File: src/rtl/hms_pkg.sv
package hms_pkg;

  // Highest legal protection mode; spans grow by one byte per step.
  localparam logic [3:0] MODE_TOP = 4'd4;

  typedef enum logic [2:0] {
    KIND_MRD  = 3'd0,
    KIND_MWR  = 3'd1,
    KIND_DMWR = 3'd2,
    KIND_ATOM = 3'd3,
    KIND_XLAT = 3'd4
  } req_kind_e;

  // Whether the byte-enable pair exists for this request.
  function automatic logic be_fields_exist(logic flit, logic ext_a,
                                           logic [2:0] kind, logic hint);
    if (flit) return ext_a;
    if (kind == KIND_ATOM || kind == KIND_XLAT) return 1'b0;
    if ((kind == KIND_MRD || kind == KIND_DMWR) && hint) return 1'b0;
    return 1'b1;
  endfunction

  // Top hidden address bit; 1 means nothing hidden.
  function automatic int span_top_bit(logic [3:0] mode, logic wide);
    int t;
    if (mode == 4'd0 || mode > MODE_TOP) return 1;
    t = 9 + 8 * int'(mode);
    if (!wide && t > 31) t = 31;
    return t;
  endfunction

  // Whole bytes needed for bits [top:2].
  function automatic int span_bytes(int top);
    if (top < 2) return 0;
    return (top - 2) / 8 + 1;
  endfunction

endpackage

File: src/rtl/hms_classify.sv
module hms_classify
  import hms_pkg::*;
#(
  parameter int ADDR_W    = 64,
  parameter int MAX_AB    = 5,
  parameter int HDR_BYTES = MAX_AB + 1,
  parameter int CNT_W     = $clog2(HDR_BYTES + 1)
) (
  input  logic [3:0]                  mode,
  input  logic                        wide,
  input  logic                        flit,
  input  logic                        ext_a,
  input  logic [2:0]                  kind,
  input  logic                        hint,
  input  logic [ADDR_W-1:0]           addr,
  input  logic [3:0]                  first_be,
  input  logic [3:0]                  last_be,
  output logic [HDR_BYTES-1:0][7:0]   hdr_bytes,
  output logic [CNT_W-1:0]            hdr_cnt,
  output logic [ADDR_W-1:0]           addr_mask,
  output logic                        be_hidden,
  output logic                        mode_bad
);

  logic [3:0]        eff_mode;
  int                top;
  logic [CNT_W-1:0]  n_addr;
  logic [ADDR_W-1:0] masked;
  logic [MAX_AB-1:0][7:0] addr_byte;

  always_comb begin
    mode_bad  = (mode > MODE_TOP);
    eff_mode  = mode_bad ? 4'd0 : mode;
    top       = span_top_bit(eff_mode, wide);
    for (int i = 0; i < ADDR_W; i++) addr_mask[i] = (i >= 2) && (i <= top);
    be_hidden = (eff_mode != 4'd0) && be_fields_exist(flit, ext_a, kind, hint);
    n_addr    = CNT_W'(span_bytes(top));
    masked    = addr & addr_mask;
  end

  // One plaintext byte per eight hidden address bits.
  for (genvar k = 0; k < MAX_AB; k++) begin : g_abyte
    assign addr_byte[k] = masked[2 + 8*k +: 8];
  end

  always_comb begin
    hdr_bytes = '0;
    if (be_hidden) hdr_bytes[0] = {last_be, first_be};
    for (int k = 0; k < MAX_AB; k++) begin
      if (k < int'(n_addr)) hdr_bytes[k + int'(be_hidden)] = addr_byte[k];
    end
    hdr_cnt = n_addr + CNT_W'(be_hidden);
  end

endmodule

File: src/rtl/hms_hdr_store.sv
module hms_hdr_store
  import hms_pkg::*;
#(
  parameter int ADDR_W    = 64,
  parameter int HDR_BYTES = 6,
  parameter int CNT_W     = 3
) (
  input  logic                      clk,
  input  logic                      rst_n,
  input  logic                      load,
  input  logic                      adv,
  input  logic [HDR_BYTES-1:0][7:0] hdr_bytes_in,
  input  logic [CNT_W-1:0]          hdr_cnt_in,
  input  logic [ADDR_W-1:0]         mask_in,
  input  logic                      be_hidden_in,
  input  logic                      mode_bad_in,
  input  logic                      wide_in,
  output logic [7:0]                cur_byte,
  output logic                      hdr_left,
  output logic [ADDR_W-1:0]         mask_q,
  output logic                      be_hidden_q,
  output logic                      mode_bad_q
);

  localparam int SPAN_CEIL = 10 + 8 * int'(MODE_TOP);

  logic [HDR_BYTES-1:0][7:0] bytes_q;
  logic [CNT_W-1:0]          cnt_q;
  logic [CNT_W-1:0]          idx_q;
  logic                      wide_q;

  always_ff @(posedge clk) begin
    if (!rst_n) begin
      bytes_q     <= '0;
      cnt_q       <= '0;
      idx_q       <= '0;
      mask_q      <= '0;
      be_hidden_q <= 1'b0;
      mode_bad_q  <= 1'b0;
      wide_q      <= 1'b0;
    end else if (load) begin
      bytes_q     <= hdr_bytes_in;
      cnt_q       <= hdr_cnt_in;
      idx_q       <= '0;
      mask_q      <= mask_in;
      be_hidden_q <= be_hidden_in;
      mode_bad_q  <= mode_bad_in;
      wide_q      <= wide_in;
    end else if (adv) begin
      idx_q <= idx_q + 1'b1;
    end
  end

  assign hdr_left = (idx_q < cnt_q);
  assign cur_byte = bytes_q[idx_q];

  AST_CLEAR_BITS_OUT: assert property (@(posedge clk) disable iff (!rst_n)
    (mask_q[1:0] == 2'b00) && (mask_q[ADDR_W-1:SPAN_CEIL] == '0));
  AST_NARROW_NO_UPPER: assert property (@(posedge clk) disable iff (!rst_n)
    !wide_q |-> (mask_q[ADDR_W-1:32] == '0));
  AST_BAD_MODE_PLAIN: assert property (@(posedge clk) disable iff (!rst_n)
    mode_bad_q |-> (mask_q == '0) && !be_hidden_q && (cnt_q == '0));
  AST_IDX_IN_RANGE: assert property (@(posedge clk) disable iff (!rst_n)
    idx_q <= cnt_q);
  AST_HDR_BYTE_HOLD: assert property (@(posedge clk) disable iff (!rst_n)
    (hdr_left && !adv && !load) |=> $stable(cur_byte));

endmodule

File: src/rtl/hms_stream_ctrl.sv
module hms_stream_ctrl #(
  parameter int REM_W = 13
) (
  input  logic             clk,
  input  logic             rst_n,
  input  logic             req_valid,
  output logic             req_ready,
  input  logic [REM_W-1:0] total_in,
  output logic             load,
  input  logic             hdr_left,
  input  logic [7:0]       hdr_byte,
  output logic             hdr_adv,
  input  logic             pl_valid,
  input  logic [7:0]       pl_data,
  output logic             pl_ready,
  output logic             pt_valid,
  input  logic             pt_ready,
  output logic [7:0]       pt_data,
  output logic             pt_last,
  output logic             busy
);

  logic [REM_W-1:0] remain_q;
  logic             pay_phase;
  logic             pt_fire;
  logic             done_now;

  assign req_ready = !busy;
  assign load      = req_valid && req_ready;
  assign pay_phase = busy && !hdr_left && (remain_q != '0);
  assign pt_valid  = (busy && hdr_left) || (pay_phase && pl_valid);
  assign pt_data   = hdr_left ? hdr_byte : pl_data;
  assign pt_last   = pt_valid && (remain_q == REM_W'(1));
  assign pl_ready  = pay_phase && pt_ready;
  assign pt_fire   = pt_valid && pt_ready;
  assign hdr_adv   = pt_fire && hdr_left;
  assign done_now  = busy && ((remain_q == '0) || (pt_fire && remain_q == REM_W'(1)));

  always_ff @(posedge clk) begin
    if (!rst_n) begin
      busy     <= 1'b0;
      remain_q <= '0;
    end else if (load) begin
      busy     <= 1'b1;
      remain_q <= total_in;
    end else begin
      if (done_now) busy <= 1'b0;
      if (pt_fire)  remain_q <= remain_q - 1'b1;
    end
  end

  AST_STALL_HOLD: assert property (@(posedge clk) disable iff (!rst_n)
    (pt_valid && !pt_ready && hdr_left) |=> (pt_valid && $stable(pt_data)));
  AST_LAST_ENDS: assert property (@(posedge clk) disable iff (!rst_n)
    (pt_fire && pt_last) |=> !busy);
  AST_PAY_AFTER_HDR: assert property (@(posedge clk) disable iff (!rst_n)
    pl_ready |-> !hdr_left);
  AST_IDLE_QUIET: assert property (@(posedge clk) disable iff (!rst_n)
    !busy |-> (!pt_valid && !pl_ready));

endmodule

File: src/rtl/hdr_mask_sequencer.sv
module hdr_mask_sequencer
  import hms_pkg::*;
#(
  parameter int ADDR_W = 64,
  parameter int LEN_W  = 12
) (
  input  logic              clk,
  input  logic              rst_n,
  input  logic              req_valid,
  output logic              req_ready,
  input  logic [3:0]        req_mode,
  input  logic              req_wide,
  input  logic [2:0]        req_kind,
  input  logic              req_flit,
  input  logic              req_ext_a,
  input  logic              req_hint,
  input  logic [ADDR_W-1:0] req_addr,
  input  logic [3:0]        req_first_be,
  input  logic [3:0]        req_last_be,
  input  logic [LEN_W-1:0]  req_len,
  input  logic              pl_valid,
  output logic              pl_ready,
  input  logic [7:0]        pl_data,
  output logic              pt_valid,
  input  logic              pt_ready,
  output logic [7:0]        pt_data,
  output logic              pt_last,
  output logic              info_valid,
  output logic              info_be_hidden,
  output logic [ADDR_W-1:0] info_addr_mask,
  output logic              info_mode_err
);

  localparam int MAX_AB    = int'(MODE_TOP) + 1;
  localparam int HDR_BYTES = MAX_AB + 1;
  localparam int CNT_W     = $clog2(HDR_BYTES + 1);
  localparam int REM_W     = LEN_W + 1;

  logic [HDR_BYTES-1:0][7:0] c_bytes;
  logic [CNT_W-1:0]          c_cnt;
  logic [ADDR_W-1:0]         c_mask;
  logic                      c_be;
  logic                      c_bad;
  logic [REM_W-1:0]          total;
  logic                      load;
  logic                      hdr_left;
  logic                      hdr_adv;
  logic [7:0]                hdr_byte;

  hms_classify #(
    .ADDR_W(ADDR_W), .MAX_AB(MAX_AB), .HDR_BYTES(HDR_BYTES), .CNT_W(CNT_W)
  ) u_cls (
    .mode(req_mode), .wide(req_wide), .flit(req_flit), .ext_a(req_ext_a),
    .kind(req_kind), .hint(req_hint), .addr(req_addr),
    .first_be(req_first_be), .last_be(req_last_be),
    .hdr_bytes(c_bytes), .hdr_cnt(c_cnt), .addr_mask(c_mask),
    .be_hidden(c_be), .mode_bad(c_bad)
  );

  assign total = REM_W'(c_cnt) + REM_W'(req_len);

  hms_hdr_store #(
    .ADDR_W(ADDR_W), .HDR_BYTES(HDR_BYTES), .CNT_W(CNT_W)
  ) u_store (
    .clk(clk), .rst_n(rst_n), .load(load), .adv(hdr_adv),
    .hdr_bytes_in(c_bytes), .hdr_cnt_in(c_cnt), .mask_in(c_mask),
    .be_hidden_in(c_be), .mode_bad_in(c_bad), .wide_in(req_wide),
    .cur_byte(hdr_byte), .hdr_left(hdr_left), .mask_q(info_addr_mask),
    .be_hidden_q(info_be_hidden), .mode_bad_q(info_mode_err)
  );

  hms_stream_ctrl #(.REM_W(REM_W)) u_ctrl (
    .clk(clk), .rst_n(rst_n), .req_valid(req_valid), .req_ready(req_ready),
    .total_in(total), .load(load), .hdr_left(hdr_left), .hdr_byte(hdr_byte),
    .hdr_adv(hdr_adv), .pl_valid(pl_valid), .pl_data(pl_data),
    .pl_ready(pl_ready), .pt_valid(pt_valid), .pt_ready(pt_ready),
    .pt_data(pt_data), .pt_last(pt_last), .busy(info_valid)
  );

endmodule

File: config.mk
export PLATFORM = sky130hd
export DESIGN_NAME = hdr_mask_sequencer
export DESIGN_NICKNAME = d
export VERILOG_FILES = /design/src/rtl/hms_pkg.sv /design/src/rtl/hms_classify.sv /design/src/rtl/hms_hdr_store.sv /design/src/rtl/hms_stream_ctrl.sv /design/src/rtl/hdr_mask_sequencer.sv
export SDC_FILE = /design/constraint.sdc
export NUM_CORES = 1
export LEC_CHECK = 0
export BUFFER_PORTS_ARGS = -buffer_cell sky130_fd_sc_hd__buf_4
export CORE_MARGIN = 2
export CORE_UTILIZATION = 53
export CTS_CLUSTER_DIAMETER = 120
export DETAILED_ROUTE_END_ITERATION = 6
export PLACE_DENSITY = 0.89
export SYNTH_ARGS = -nofsm -noshare
export SYNTH_HDL_FRONTEND = slang
export SYNTH_SLANG_ARGS = --single-unit
export TNS_END_PERCENT = 5
File: constraint.sdc
create_clock -name clk -period 5.6 [get_ports clk]
set_input_delay 0.28 -clock clk [delete_from_list [all_inputs] [get_ports clk]]
set_output_delay 0.28 -clock clk [all_outputs]
set_load 0.05 [all_outputs]
==> results.py <==
metrics = {
    "yosys": {
        "synth_area_per_cell_um2": 8.22,
        "synth_top_area_cell": "dfxtp_1",
        "synth_area_um2": 6560,
        "synth_xor_area_frac": 0.0267,
        "synthFlopType": "dfxtp_1",
        "synth_area_leaders": "dfxtp_1, nand2_1, nor2_1",
        "yosys.area_share.adder": 0.0336,
        "seq_area_frac_synth": 0.345,
        "synth-simple-area-share": 0.217,
        "synth_compound_area_frac": 0.247,
        "synth-seq-cells": 113,
        "synth_cell_types": 83,
        "synth_top_area_frac": 0.345,
        "synthCells": 798,
        "synth-edff-count": 0,
        "ys_async_sr_fraction": 0,
        "muxShareOfSynthArea": 0.0580,
        "synth_top_family_by_area": "compound AO/OA/AOI/OAI gates",
        "yosysWarnings": 0,
    },
    "timing": {
        "fmax_mhz": 211,
        "fin_tns_setup_ns": 0,
        "slew_violations": 0,
        "setup_viol": 0,
        "relSlewSlack": 0.274,
        "fin_skew_ns": 0.00832,
        "fin_crit_sh": 0.845,
        "max_slew.worst_pin.slew_ns": 1.09,
        "fin_ws_ns": 0.867,
        "rsz0062_at_grt": "false",
        "finalHoldViolations": 0,
        "min_period_ns": 4.73,
    },
    "critical_path": {
        "cp_common_cell": "ha_1",
        "slowest_stage": "or4b_4",
        "worstPathCellList": "buf_4 -> inv_1 -> and3_1 -> inv_1 -> ha_1 -> or4b_4 -> o21ai_0 -> a21oi_1 -> ha_1 -> o21ai_0 -> o22ai_2 -> nor2_1 -> and2_1 -> ha_1 -> ha_1 -> ha_1 -> a21o_1 -> a21oi_1 -> buf_4 -> nor4_1 -> xor2_1 -> o21ai_0 -> a31oi_1",
        "setup.worst_path.start_class": "input port",
        "reg2reg_to": "u_ctrl.remain_q[9]",
        "cpPeakStageDelay_ns": 0.51,
        "critPathMaxFanout": 9,
        "critPathArrivalTime_ns": 5.08,
        "endpoint_kind": "flip-flop",
        "r2r_slack_ns": 2.32,
        "path_buf_inv": 4,
        "cp_top_family": "adder cells",
        "r2r-start": "u_store.idx_q[1]",
        "critPathKind": "in2reg",
        "r2r_cells": 6,
        "crit_required_ns": 5.95,
    },
    "global_routing": {
        "grt_pass1_vias": 6569,
        "grt_overflow_total": 0,
        "gr-usage-all-layers": 0.323,
        "antenna_found_initial": 0,
        "grt_max_degree": 47,
        "grt_pass1_wl_mm": 33.8,
    },
    "cts": {
        "path_clk_slew_ns": 0.06,
        "root_buffer": "clkbuf_16",
        "cts_resized": 0,
        "ctsHoldBuffers": 0,
        "clk_latency_ns": 0.42,
        "cts_buffers": 17,
        "cts_tree": "yes",
        "cts_htree_levels": 4,
        "cts_buffer_depth": 2,
        "cts_sinks": 113,
        "post-cts-setup-buffers": 0,
    },
    "die": {
        "rows": 40,
        "fp.dieW_um": 115,
        "initial_core_util": 0.544,
        "io_pins": 187,
        "die_area_um2": 13300,
        "floorplan.die.height_um": 115,
        "core-area_um2": 12100,
    },
    "finish": {
        "fin_util": 0.703,
        "design_area_um2": 8480,
        "finalNetCount": 1056,
        "drive_above_1_share": 0.278,
        "nFillCells": 900,
        "diodes": 0,
        "area_delta_synth_final_pct": 29.3,
    },
    "place": {
        "numPortBuffers": 160,
        "dpl_cell_area_um2": 7770,
        "post-place-ws_ns": 0.538,
        "dp_hpwl_mm": 14.3,
        "gp_congestion": 0.956,
    },
    "worst_hold_path": {
        "hold_depth": 3,
        "hold_path.class": "in2reg",
        "hp-start": "req_last_be[0]",
        "hold-path-endpoint": "u_store.bytes_q[4]",
    },
    "power_and_ir_drop": {
        "peakVddDrop_mv": 0.151,
        "leakagePower_nw": 3.46,
        "power.total_mw": 2.77,
        "power_density_nw_per_um2": 326,
    },
    "detailed_routing": {
        "drcViolationCount": 0,
        "viasPerCell": 6.27,
        "wl_met3_mm": 2.17,
        "met1_length_mm": 8.08,
        "route.met2.wl_mm": 10.0,
        "detail-route-antenna-nets": 0,
        "wl_per_cell_um": 19.1,
        "vias": 6969,
        "first_pass_iters": 6,
        "top_layer": "met4",
        "first_iter_violations": 828,
        "wl_mm": 21.2,
    },
    "job": {
        "drv_cap": 0,
    },
    "status": {
        "status": "complete, no violations",
    },
}
## cells in the final DEF, fill, tap and decap left out, drive strengths merged, types with 5 or more instances in the layout
| cell type | instances |
|---|---|
| a211oi | 9 |
| a21o | 9 |
| a21oi | 43 |
| a221oi | 11 |
| a22oi | 11 |
| a31oi | 6 |
| and2 | 6 |
| and3 | 7 |
| buf | 181 |
| bufinv | 7 |
| clkbuf | 19 |
| clkinv | 5 |
| dfxtp | 113 |
| ha | 16 |
| inv | 26 |
| mux2 | 13 |
| mux2i | 5 |
| mux4 | 8 |
| nand2 | 114 |
| nand2b | 5 |
| nand3 | 24 |
| nand4 | 14 |
| nor2 | 82 |
| nor3 | 17 |
| nor4 | 6 |
| o2111ai | 8 |
| o211ai | 19 |
| o21a | 5 |
| o21ai | 54 |
| o221ai | 14 |
| o22ai | 6 |
| o31ai | 6 |
| or3 | 6 |
| xnor2 | 12 |
| xor2 | 8 |
## stage by stage
stage                     std cells  hold slack [ns]
after floorplan                 799            0.411
after global placement         1080            0.430
after detailed placement       1080            0.434
after CTS                      1112           0.0724
after global routing           1112           0.0784
final                          1112           0.0787
## sequential cells by signal, indices dropped and copies added, names as in the netlist
| name | flops |
|---|---|
| u_store.mode_bad_q | 1 |
| u_store.mask_q | 43 |
| u_store.bytes_q | 48 |
| u_ctrl.remain_q | 13 |
| u_store.be_hidden_q | 1 |
| u_store.idx_q | 3 |
| u_ctrl.busy | 1 |
| u_store.cnt_q | 3 |
## per-layer routing
| layer | up-vias | track usage |
|---|---|---|
| met5 | - | 0 |
| met4 | 0 | 0.162 |
| met3 | 104 | 0.0917 |
| met2 | 474 | 0.520 |
| met1 | 3215 | 0.396 |
| li1 | 3176 | - |
## worst min-delay path: stages
cell	delay (ns)
buf_4	0.08
a22oi_1	0.05
o31ai_1	0.06
## report_power, final
part	switching [mW]	internal, mW
Combinational	0.399	0.204
Clock	0.401	0.904
Sequential	0.0242	0.835
Total	0.825	1.94
## final cells by class
type	instances	area, um^2	share of cell area
Clock buffer	19	453	0.0534
Clock inverter	13	256	0.0303
Inverter	27	101	0.0120
Multi-Input combinational cell	591	3830	0.452
Sequential cell	113	2260	0.267
Tap cell	168	210	0.0248
Timing Repair Buffer	181	1360	0.160
## kinds of logic (layout without fill, tap and decap cells)
family,after synthesis,count (layout)
buffers and inverters,95,240
xor gates and xnor gates,20,20
and+or+nand+nor,299,299
DFF,113,113
AOI/OAI and AO/OA,227,227
muxes,26,26
adders and majority gates,17,17
other,1,2
## worst max path at each step
stage / slack, ns / depth (start not counted) / endpoint / startpoint
global route: 0.42 / 25 / u_ctrl.remain_q[11] / req_mode[3]
global placement: 0.58 / 24 / u_ctrl.remain_q[9] / req_mode[3]
floorplan: 0.70 / 25 / u_ctrl.remain_q[10] / req_mode[3]
CTS: 0.90 / 20 / u_ctrl.remain_q[6] / req_mode[3]
finish: 0.87 / 23 / u_ctrl.remain_q[11] / req_mode[3]
detailed placement: 0.54 / 23 / u_ctrl.remain_q[11] / req_mode[3]
## Yosys cell counts (all sizes together), types with 11 or more instances
cell / number
ha: 16
o21ai: 54
nor3: 17
a21oi: 43
xnor2: 12
clkbuf: 38
a221oi: 11
a22oi: 11
nor2: 82
o221ai: 14
nand3: 24
mux2: 13
inv: 26
nand4: 14
nand2: 114
dfxtp: 113
o211ai: 19
buf: 30
Note: power is estimated with default switching activity, not from simulation.
